## src/rtl/rbk_pkg.sv

```systemverilog
package rbk_pkg;

  typedef enum logic [2:0] {
    PH_IDLE  = 3'd0,
    PH_LEAD  = 3'd1,
    PH_START = 3'd2,
    PH_DATA  = 3'd3,
    PH_STOP  = 3'd4
  } phase_e;

  typedef enum logic [1:0] {
    PERM_NEVER   = 2'b00,
    PERM_ONCE    = 2'b01,
    PERM_CMD     = 2'b10,
    PERM_CMD_ALT = 2'b11
  } perm_e;

  // A data position carries a live state bit when it is the last one of its stride group.
  function automatic logic pos_is_live(input int unsigned pos, input int unsigned stride);
    return (pos % stride) == (stride - 1);
  endfunction

  // Index into the flat live-state vector for a given frame and data position.
  function automatic int unsigned live_slot(input int unsigned frame, input int unsigned pos,
                                            input int unsigned stride, input int unsigned per_frame);
    return frame * per_frame + pos / stride;
  endfunction

  // Decides whether a trigger may start a readback.
  function automatic logic perm_allows(input logic [1:0] mode, input logic used);
    logic ok;
    case (mode)
      PERM_NEVER: ok = 1'b0;
      PERM_ONCE:  ok = !used;
      default:    ok = 1'b1;
    endcase
    return ok;
  endfunction

endpackage

```

## src/rtl/rbk_sync_edge.sv

```systemverilog
module rbk_sync_edge #(
  parameter int unsigned STAGES = 2
) (
  input  logic clk,
  input  logic rst_n,
  input  logic async_in,
  output logic rise
);

  logic [STAGES-1:0] sync_q;
  logic              prev_q;

  always_ff @(posedge clk) begin
    if (!rst_n) begin
      sync_q <= '0;
      prev_q <= 1'b0;
    end else begin
      sync_q <= {sync_q[STAGES-2:0], async_in};
      prev_q <= sync_q[STAGES-1];
    end
  end

  assign rise = sync_q[STAGES-1] & ~prev_q;

endmodule

```

## src/rtl/rbk_frame_mem.sv

```systemverilog
module rbk_frame_mem #(
  parameter int unsigned NUM_FRAMES = 4,
  parameter int unsigned FRAME_BITS = 8,
  parameter int unsigned AW         = 2
) (
  input  logic                  clk,
  input  logic                  we,
  input  logic [AW-1:0]         waddr,
  input  logic [FRAME_BITS-1:0] wdata,
  input  logic                  re,
  input  logic [AW-1:0]         raddr,
  output logic [FRAME_BITS-1:0] rdata
);

  logic [FRAME_BITS-1:0] store [NUM_FRAMES];

  always_ff @(posedge clk) begin
    if (we) begin
      store[waddr] <= wdata;
    end
    if (re) begin
      rdata <= store[raddr];
    end
  end

endmodule

```

## src/rtl/rbk_permit.sv

```systemverilog
module rbk_permit
  import rbk_pkg::*;
(
  input  logic       clk,
  input  logic       rst_n,
  input  logic [1:0] perm_mode,
  input  logic       finished,
  output logic       perm_ok
);

  logic used_q;

  always_ff @(posedge clk) begin
    if (!rst_n) begin
      used_q <= 1'b0;
    end else if (finished) begin
      used_q <= 1'b1;
    end
  end

  assign perm_ok = perm_allows(perm_mode, used_q);

endmodule

```

## src/rtl/rbk_sequencer.sv

```systemverilog
module rbk_sequencer
  import rbk_pkg::*;
#(
  parameter int unsigned NUM_FRAMES  = 4,
  parameter int unsigned FRAME_BITS  = 8,
  parameter int unsigned LIVE_STRIDE = 4,
  parameter int unsigned AW          = 2,
  parameter int unsigned NUM_LIVE    = 8
) (
  input  logic                  clk,
  input  logic                  rst_n,
  input  logic                  trig_rise,
  input  logic                  step,
  input  logic                  perm_ok,
  input  logic [FRAME_BITS-1:0] frame_word,
  input  logic [NUM_LIVE-1:0]   live_state,
  output logic                  rd_en,
  output logic [AW-1:0]         rd_addr,
  output logic                  rb_data,
  output logic                  busy,
  output logic                  done,
  output logic                  accept,
  output logic                  step_is_start,
  output logic                  step_is_stop
);

  localparam int unsigned BW  = (FRAME_BITS > 1) ? $clog2(FRAME_BITS) : 1;
  localparam int unsigned LPF = FRAME_BITS / LIVE_STRIDE;
  localparam int unsigned LW  = (NUM_LIVE > 1) ? $clog2(NUM_LIVE) : 1;

  phase_e        phase_q;
  logic          lead_q;
  logic [BW-1:0] bit_q;
  logic [AW-1:0] frame_q;

  logic          last_bit;
  logic          last_frame;
  logic          live_hit;
  logic [LW-1:0] slot;
  logic          data_bit;

  assign last_bit   = bit_q == BW'(FRAME_BITS - 1);
  assign last_frame = frame_q == AW'(NUM_FRAMES - 1);

  always_comb begin
    live_hit = pos_is_live(32'(bit_q), LIVE_STRIDE);
    slot     = LW'(live_slot(32'(frame_q), 32'(bit_q), LIVE_STRIDE, LPF));
    data_bit = live_hit ? live_state[slot] : frame_word[bit_q];
  end

  assign busy          = phase_q != PH_IDLE;
  assign accept        = trig_rise && (phase_q == PH_IDLE) && perm_ok;
  assign step_is_start = step && (phase_q == PH_START);
  assign step_is_stop  = step && (phase_q == PH_STOP);

  // Frame 0 is fetched on acceptance; each later frame is fetched at the previous stop bit.
  assign rd_en   = accept || (step_is_stop && !last_frame);
  assign rd_addr = accept ? '0 : frame_q + AW'(1);

  always_ff @(posedge clk) begin
    if (!rst_n) begin
      phase_q <= PH_IDLE;
      lead_q  <= 1'b0;
      bit_q   <= '0;
      frame_q <= '0;
      rb_data <= 1'b0;
      done    <= 1'b0;
    end else begin
      done <= 1'b0;
      case (phase_q)
        PH_IDLE: begin
          if (accept) begin
            phase_q <= PH_LEAD;
            lead_q  <= 1'b0;
            bit_q   <= '0;
            frame_q <= '0;
          end
        end
        PH_LEAD: begin
          if (step) begin
            rb_data <= 1'b1;
            if (lead_q) begin
              phase_q <= PH_START;
            end else begin
              lead_q <= 1'b1;
            end
          end
        end
        PH_START: begin
          if (step) begin
            rb_data <= 1'b1;
            bit_q   <= '0;
            phase_q <= PH_DATA;
          end
        end
        PH_DATA: begin
          if (step) begin
            rb_data <= ~data_bit;
            if (last_bit) begin
              phase_q <= PH_STOP;
            end else begin
              bit_q <= bit_q + BW'(1);
            end
          end
        end
        PH_STOP: begin
          if (step) begin
            rb_data <= 1'b0;
            if (last_frame) begin
              phase_q <= PH_IDLE;
              done    <= 1'b1;
            end else begin
              frame_q <= frame_q + AW'(1);
              phase_q <= PH_START;
            end
          end
        end
        default: phase_q <= PH_IDLE;
      endcase
    end
  end

endmodule

```

## src/rtl/rbk_serializer.sv

```systemverilog
module rbk_serializer
  import rbk_pkg::*;
#(
  parameter int unsigned NUM_FRAMES  = 4,
  parameter int unsigned FRAME_BITS  = 8,
  parameter int unsigned LIVE_STRIDE = 4,
  parameter int unsigned SYNC_STAGES = 2,
  localparam int unsigned AW         = (NUM_FRAMES > 1) ? $clog2(NUM_FRAMES) : 1,
  localparam int unsigned NUM_LIVE   = NUM_FRAMES * (FRAME_BITS / LIVE_STRIDE)
) (
  input  logic                  clk,
  input  logic                  rst_n,
  input  logic [1:0]            perm_mode,
  input  logic                  cfg_we,
  input  logic [AW-1:0]         cfg_addr,
  input  logic [FRAME_BITS-1:0] cfg_wdata,
  input  logic [NUM_LIVE-1:0]   live_state,
  input  logic                  rb_trig,
  input  logic                  rb_clk,
  output logic                  rb_data,
  output logic                  busy,
  output logic                  done
);

  logic                  trig_rise;
  logic                  rb_step;
  logic                  perm_ok;
  logic                  accept;
  logic                  step_is_start;
  logic                  step_is_stop;
  logic                  rd_en;
  logic [AW-1:0]         rd_addr;
  logic [FRAME_BITS-1:0] frame_word;

  rbk_sync_edge #(.STAGES(SYNC_STAGES)) u_trig_sync (
    .clk(clk), .rst_n(rst_n), .async_in(rb_trig), .rise(trig_rise)
  );

  rbk_sync_edge #(.STAGES(SYNC_STAGES)) u_clk_sync (
    .clk(clk), .rst_n(rst_n), .async_in(rb_clk), .rise(rb_step)
  );

  rbk_frame_mem #(.NUM_FRAMES(NUM_FRAMES), .FRAME_BITS(FRAME_BITS), .AW(AW)) u_mem (
    .clk(clk), .we(cfg_we), .waddr(cfg_addr), .wdata(cfg_wdata),
    .re(rd_en), .raddr(rd_addr), .rdata(frame_word)
  );

  rbk_permit u_permit (
    .clk(clk), .rst_n(rst_n), .perm_mode(perm_mode), .finished(done), .perm_ok(perm_ok)
  );

  rbk_sequencer #(
    .NUM_FRAMES(NUM_FRAMES), .FRAME_BITS(FRAME_BITS), .LIVE_STRIDE(LIVE_STRIDE),
    .AW(AW), .NUM_LIVE(NUM_LIVE)
  ) u_seq (
    .clk(clk), .rst_n(rst_n), .trig_rise(trig_rise), .step(rb_step), .perm_ok(perm_ok),
    .frame_word(frame_word), .live_state(live_state), .rd_en(rd_en), .rd_addr(rd_addr),
    .rb_data(rb_data), .busy(busy), .done(done), .accept(accept),
    .step_is_start(step_is_start), .step_is_stop(step_is_stop)
  );

endmodule

```

## config.mk

```make
export PLATFORM = sky130hd
export DESIGN_NAME = rbk_serializer
export DESIGN_NICKNAME = d
export VERILOG_FILES = /design/src/rtl/rbk_pkg.sv /design/src/rtl/rbk_sync_edge.sv /design/src/rtl/rbk_frame_mem.sv /design/src/rtl/rbk_permit.sv /design/src/rtl/rbk_sequencer.sv /design/src/rtl/rbk_serializer.sv
export SDC_FILE = /design/constraint.sdc
export NUM_CORES = 1
export LEC_CHECK = 0
export ABC_CLOCK_PERIOD_IN_PS = 1650
export BUFFER_PORTS_ARGS = -buffer_cell sky130_fd_sc_hd__buf_2
export CAP_MARGIN = 0
export CORE_MARGIN = 4
export CORE_UTILIZATION = 54
export CTS_BUF_LIST = sky130_fd_sc_hd__clkbuf_2
export CTS_CLUSTER_SIZE = 8
export DETAILED_ROUTE_END_ITERATION = 12
export PLACE_DENSITY_LB_ADDON = 0.05
export SETUP_SLACK_MARGIN = 0.1
export SLEW_MARGIN = 25
export SYNTH_ARGS = -nofsm -noshare
export SYNTH_HDL_FRONTEND = slang
export SYNTH_SLANG_ARGS = --single-unit
```

## constraint.sdc

```tcl
create_clock -name clk -period 1.65 [get_ports clk]
set_input_delay 0.0825 -clock clk [delete_from_list [all_inputs] [get_ports clk]]
set_output_delay 0.0825 -clock clk [all_outputs]
set_load 0.005 [all_outputs]
```

==> results of run 1 <==
==> per-layer routing <==
layer	global-route usage	part of all wire
met4	0.0734	0.0086
met5	0	0
met3	0.0532	0.044
met2	0.281	0.50
met1	0.249	0.45
==> cell type report <==
type / count / area share
clock inverters: 5 / 0.0169
flip-flops and latches: 58 / 0.482
well taps: 52 / 0.0199
multi-input cells: 116 / 0.319
clock buffers: 11 / 0.0169
inverters: 6 / 0.00690
repair buffers: 61 / 0.138
==> final timing paths <==
path	slack, ps	cells after the start	startpoint	to
min	90	3	cfg_addr[0]	u_mem.store[2][3]$_DFFE_PP_
max	30	4	u_seq.frame_q[0]$_SDFFE_PN0P_	u_seq.rb_data$_SDFFE_PN0P_
min reg2reg	460	1	u_trig_sync.sync_q[0]$_SDFF_PN0_	u_trig_sync.sync_q[1]$_SDFF_PN0_
max reg2reg	30	4	u_seq.frame_q[0]$_SDFFE_PN0P_	u_seq.rb_data$_SDFFE_PN0P_
==> sequential cells by signal, summed over array words and instances, names as in the netlist <==
name                flops
u_mem.store            32
u_trig_sync.sync_q      2
u_seq.bit_q             3
u_seq.lead_q            1
u_seq.rb_data           1
u_seq.frame_q           2
u_clk_sync.sync_q       2
u_trig_sync.prev_q      1
u_permit.used_q         1
u_mem.rdata             8
u_seq.done              1
u_seq.phase_q           3
u_clk_sync.prev_q       1
==> placed cells by master (no fill, tap or decap), types with 3 or more instances in the layout <==
master and n:
buf_6 5, mux4_2 4, nand2_1 12, nor2_1 16, buf_4 14, buf_2 28
o21ai_0 4, dlygate4sd3_1 13, a221oi_2 7, edfxtp_1 40, mux2i_1 9, or3_1 4
inv_1 5, a21boi_1 3, and2_1 5, dfxtp_1 11, o22ai_1 3, nand3_1 3
dfxtp_2 5, o22ai_2 5, a21oi_1 3, clkbuf_2 11
==> worst register-to-register path, cell delays in order (launching register included) <==
cell      delay [ps]
dfxtp_2          390
buf_6            130
mux4_2           490
mux2_2           280
a311oi_2         250
==> cells by family after synthesis <==
group	Yosys count	synth area share
buffers and inverters	12	0.0229
and+or+nand+nor	56	0.122
AOI/OAI and AO/OA	42	0.138
adders and majority gates	3	0.0150
DFF	58	0.622
muxes	15	0.0803
==> synth_stat cells, types with 2 or more instances <==
master    instances
nand3_1           3
and2_1            5
a21boi_1          3
edfxtp_1         40
or3_1             4
inv_1             6
dfxtp_1          18
nand2b_1          2
o21ai_0           5
nor2_1           16
clkbuf_1          3
nand2_1          12
mux2i_1          10
nor2b_1           3
ha_1              3
o21ai_1           2
a21oi_1           3
o22ai_1           9
nor3b_1           2
mux4_2            4
a221oi_1          8
==> through the flow <==
stage	instance area, µm²	setup WS (ps)
2_1_floorplan	2520	103
3_3_place_gp	2830	79.8
3_5_place_dp	2830	25.8
4_1_cts	3100	25.4
5_1_grt	3270	-12.0
6_report	3270	32.3
==> repair_timing <==
item,CTS,global route
setup buffers,0,2
endpoints found under the hold margin,48,0
hold buffers,13,0
pin swaps,4,13
cloned,0,1
setup endpoints to repair,15,25
resized for setup,12,29
==> power groups by stage <==
stage / Clock [mW] / Combinational (mW) / Sequential, mW
floorplan: 0 / 0.433 / 1.73
global placement: 0 / 0.604 / 1.75
detailed placement: 0 / 0.627 / 1.75
CTS: 0.895 / 0.671 / 1.72
global route: 0.983 / 0.838 / 1.74
finish: 0.877 / 0.770 / 1.73
==> results.yml, run 1 <==
floorplan:
  io_pins: 28
  die_y_um: 76.2
  die-area_mm2: 0.00580
  die_w_um: 76.2
  core-area_mm2: 0.00441
  rows: 24
  initial_core_util: 0.568
power:
  report.power.total_mw: 3.37
  netSwitchingFraction: 0.293
  p_comb_frac: 0.228
  clkPwrFrac: 0.260
  p_switching_mw: 0.988
  vdd_drop_max_uv: 585
  p_int_mw: 2.38
  p_seq_frac: 0.511
  p_leak_nw: 1.19
  power.density_mw_per_mm2: 1030
timing:
  finalCriticalPeriod_ps: 1620
  hold_viol: 0
  tns_ps: 0
  max_slew.worst_pin.slew_ps: 450
  period_share: 0.980
  setup_violations: 0
  max_freq_mhz: 618
  grt_setup_unrepaired: "yes"
  drv_slew: 0
  worst_hold_slack_ps: 92.1
  skew_ps: 21.1
  slew_headroom: 0.700
synthesis:
  ys_types: 46
  syn_avg_cell_area_um2: 13.5
  yosysWarnings: 0
  ys_seq_elements: 58
  yosysSeqAreaShare: 0.622
  syn_nets: 214
  yosys.area.top_type: "edfxtp_1"
  synthFlopType: "edfxtp_1"
  synth-async-reset-ratio: 0
  syn_inst: 186
  synth_top_area_frac: 0.479
  synth_area_leaders: "edfxtp_1 (48%), dfxtp_1 (14%), mux2i_1 (4.0%), mux4_2 (3.6%), a221oi_1 (2.8%)"
  synth_area_mm2: 0.00251
  synth-edff-count: 40
routing:
  route.detailed.drc: 0
  drtAntennaViolNets: 0
  drt-initial-drc-count: 89
  first_pass_iters: 4
  vias: 1759
  vias_per_cell: 5.69
  drt-wirelength-per-cell_um: 17.7
  wl_mm: 5.46
setup_path:
  crit_path_cell_trace: "buf_6, mux4_2, mux2_2, a311oi_2"
  end_kind: "register"
  crit_path_start_kind: "register"
  cp.arrival_ps: 1990
  cp.required_ps: 2020
  worst_path_max_delay_cell: "mux4_2"
  cp_max_fo: 4
  critical_path_class: "reg -> reg"
  worst-path-buf-inv: 1
  path_delay_family: "multiplexers"
  cp_slowest_stage_delay_ps: 490
clock_network:
  clk_latency_ps: 470
  clock_sinks: 58
  htree_num_levels: 3
  cts_buffers: 9
  cts_buffer_depth: 2
  root_buffer: "clkbuf_2"
  path_clk_slew_ps: 180
  cts_tree: "done"
finish:
  area.growth.synth_to_final_pct: 30.2
  regArea_mm2: 0.00158
  multiInputGateArea_mm2: 0.00104
  fin_util: 0.740
  n_antenna_cell: 0
  fill_cells: 301
  instances_no_fill: 309
  drive_gt1_frac: 0.416
  nNetsFinal: 280
placed_design:
  gp_congestion: 0.840
  io_buffers: 27
  dp_hpwl_mm: 3.58
  placed_cells: 277
global_routing:
  antenna_found_initial: 0
  grt_max_degree: 18
  grt_usage: 0.185
  grt_pass1_vias: 1721
  grt_pass1_wl_mm: 8.38
  grt_overflow: 0
run:
  drv_cap: 0
min_path:
  min_path_type: "in -> reg"
run_status:
  status: "finished clean"
Power figures use the tool's default switching activity.
==> run 2: changes to the inputs <==
--- a/config.mk
+++ b/config.mk
@@ -5,11 +5,12 @@
 export SDC_FILE = /design/constraint.sdc
 export NUM_CORES = 1
 export LEC_CHECK = 0
-export ABC_CLOCK_PERIOD_IN_PS = 1650
+export ABC_AREA = 1
+export ABC_CLOCK_PERIOD_IN_PS = 1900
 export BUFFER_PORTS_ARGS = -buffer_cell sky130_fd_sc_hd__buf_2
 export CAP_MARGIN = 0
 export CORE_MARGIN = 4
-export CORE_UTILIZATION = 54
+export CORE_UTILIZATION = 60
 export CTS_BUF_LIST = sky130_fd_sc_hd__clkbuf_2
 export CTS_CLUSTER_SIZE = 8
 export DETAILED_ROUTE_END_ITERATION = 12
==> constraint.sdc (replaced) <==
create_clock -name clk -period 1.9 [get_ports clk]
set_input_delay 0.095 -clock clk [delete_from_list [all_inputs] [get_ports clk]]
set_output_delay 0.095 -clock clk [all_outputs]
set_load 0.005 [all_outputs]
==> run 2 against run 1 <==
Net effect: final cell count up 17%; non-clock buffer count down 12; routed wire length down 9.3%; final area down 8.9%; die area down 8.4%; global-route usage up 2.2 points; clock power down 32%; critical endpoint is now u_seq.bit_q[0]$_SDFFE_PN0P_.
==> results.yml, run 2 <==
global_routing:
  grt_pass1_wl_mm: 8.07
  grt_pass1_vias: 1708
  grt_usage: 0.207
  grt_max_degree: 17
  grt_overflow: 0
  antenna_found_initial: 0
floorplan:
  core-area_mm2: 0.00403
  rows: 23
  die_w_um: 72.9
  die-area_mm2: 0.00531
  io_pins: 28
  die_y_um: 72.9
  initial_core_util: 0.627
setup_path:
  worst_path_max_delay_cell: "dfxtp_1"
  end_kind: "register"
  cp_max_fo: 7
  worst-path-buf-inv: 0
  crit_path_cell_trace: "ha_1, ha_1, a22oi_1, nand3_2, nand2_1, nand2_1, nor2_1"
  cp.arrival_ps: 2020
  path_delay_family: "adder cells"
  cp_slowest_stage_delay_ps: 400
  crit_path_start_kind: "register"
  cp.required_ps: 2270
  critical_path_class: "reg -> reg"
synthesis:
  yosys.area.top_type: "edfxtp_1"
  synth_area_leaders: "edfxtp_1 (48%), dfxtp_1 (14%), nand2_1 (7.4%), nand3_1 (5.5%), a21oi_1 (4.8%)"
  synth-edff-count: 40
  yosysWarnings: 0
  synth_area_mm2: 0.00253
  synth-async-reset-ratio: 0
  synth_top_area_frac: 0.475
  ys_types: 29
  yosysSeqAreaShare: 0.618
  synthFlopType: "edfxtp_1"
  synth_common_cells: "nand2_1 (50), edfxtp_1 (40), inv_1 (32)"
  ys_seq_elements: 58
  syn_inst: 252
  syn_avg_cell_area_um2: 10.0
  yosysMostFrequentCell: "nand2_1"
  syn_nets: 280
finish:
  top_register: "u_mem.store"
  fill_cells: 288
  area.growth.synth_to_final_pct: 17.8
  final_common_cell: "nand2_1"
  drive_gt1_frac: 0.211
  most-common-layout-cells: "nand2_1 (49), edfxtp_1 (40), inv_1 (32), nand3_1 (28), buf_2 (27)"
  largest_reg_flops: 32
  instances_no_fill: 363
  n_antenna_cell: 0
  reg_top3: "u_mem.store (32), u_mem.rdata (8)"
  nNetsFinal: 336
routing:
  first_pass_iters: 5
  vias_per_cell: 5.21
  drtAntennaViolNets: 0
  wl_mm: 4.95
  drt-initial-drc-count: 135
  vias: 1891
  route.detailed.drc: 0
  drt-wirelength-per-cell_um: 13.6
placed_design:
  dp_worst_setup_slack_ps: 246
  placed_cells: 333
  dp_hpwl_mm: 3.42
  gp_congestion: 0.823
  io_buffers: 27
power:
  vdd_drop_max_uv: 746
  report.power.total_mw: 2.68
  power.density_mw_per_mm2: 902
  p_leak_nw: 1.27
min_path:
  min_path_type: "in -> reg"
timing:
  skew_ps: 21.2
  hold_viol: 0
  setup_violations: 0
  setup_ws_ps: 246
  tns_ps: 0
  max_freq_mhz: 605
  worst_hold_slack_ps: 103
  period_share: 0.870
  max_slew.worst_pin.slew_ps: 565
  drv_slew: 0
  grt_setup_unrepaired: "no"
  finalCriticalPeriod_ps: 1650
  slew_headroom: 0.620
clock_network:
  clock_sinks: 58
  cts_buffers: 9
  root_buffer: "clkbuf_2"
  cts_tree: "done"
  path_clk_slew_ps: 160
  htree_num_levels: 3
  cts_buffer_depth: 2
  clk_latency_ps: 440
run:
  drv_cap: 0
run_status:
  status: "finished clean"
[run 2: cell count changes in the layout (fill, tap and decap cells not counted), sizes merged, moves of 6 or more]
cell	delta
a21oi	+21
a221oi	-8
buf	-13
inv	+29
mux2i	-10
nand2	+40
nand3	+27
nor3	+7
o21ai	-6
[run 2: cell type report]
class                      instances  area (µm²)  area share
clock buffer                      12        60.1      0.0202
clock inverter                     4        21.3     0.00715
inverter                          36         135      0.0454
multi-input combinational        154         800       0.269
sequential                        58        1560       0.525
tap                               50        62.6      0.0210
timing repair buffer              49         335       0.113
[run 2: final timing paths]
kind / slack (ps) / to / from / depth (start not counted)
setup / recovery: 250 / u_seq.bit_q[0]$_SDFFE_PN0P_ / u_seq.bit_q[0]$_SDFFE_PN0P_ / 7
hold reg to reg: 420 / u_trig_sync.sync_q[1]$_SDFF_PN0_ / u_trig_sync.sync_q[0]$_SDFF_PN0_ / 2
setup reg to reg: 250 / u_seq.bit_q[0]$_SDFFE_PN0P_ / u_seq.bit_q[0]$_SDFFE_PN0P_ / 7
hold / removal: 100 / u_mem.store[2][7]$_DFFE_PP_ / cfg_addr[1] / 3
[run 2: kinds of logic (layout without fill, tap and decap cells)]
logic type / count (synthesis) / count (layout) / synth area share
flops: 58 / 58 / 0.618
simple gates: 113 / 113 / 0.215
buf+inv: 40 / 101 / 0.0683
fa+ha+maj: 3 / 3 / 0.0149
compound gates: 38 / 38 / 0.0832
[run 2: repair_timing]
| action | 4_1_cts | 5_1_grt |
|---|---|---|
| gates resized for setup | 0 | 2 |
| hold buffers | 14 | 0 |
| buffers inserted | 0 | 0 |
| setup endpoints to repair | 0 | 3 |
| endpoints found under the hold margin | 45 | 0 |
[run 2: layer usage]
layer,vias to the layer above,share of wire,track usage
met2,67,0.46,0.311
li1,974,-,-
met1,843,0.46,0.283
met4,0,0.015,0.0943
met5,-,0,0
met3,7,0.068,0.0551
[run 2: where the power goes]
part | internal, mW | switching [mW] | total, mW
combinational | 0.218 | 0.380 | 0.599
sequential | 1.43 | 0.0597 | 1.49
clock | 0.181 | 0.412 | 0.593
[run 2: worst min-delay path: stages]
cell,delay [ps]
buf_2,110
inv_1,70
nor3_1,100
[run 2: per-stage QoR]
step	cell area (µm²)	util
final	2980	0.739
after global placement	2750	0.682
after CTS	2970	0.737
after detailed placement	2750	0.682
after floorplan	2530	-
after global routing	2980	0.739
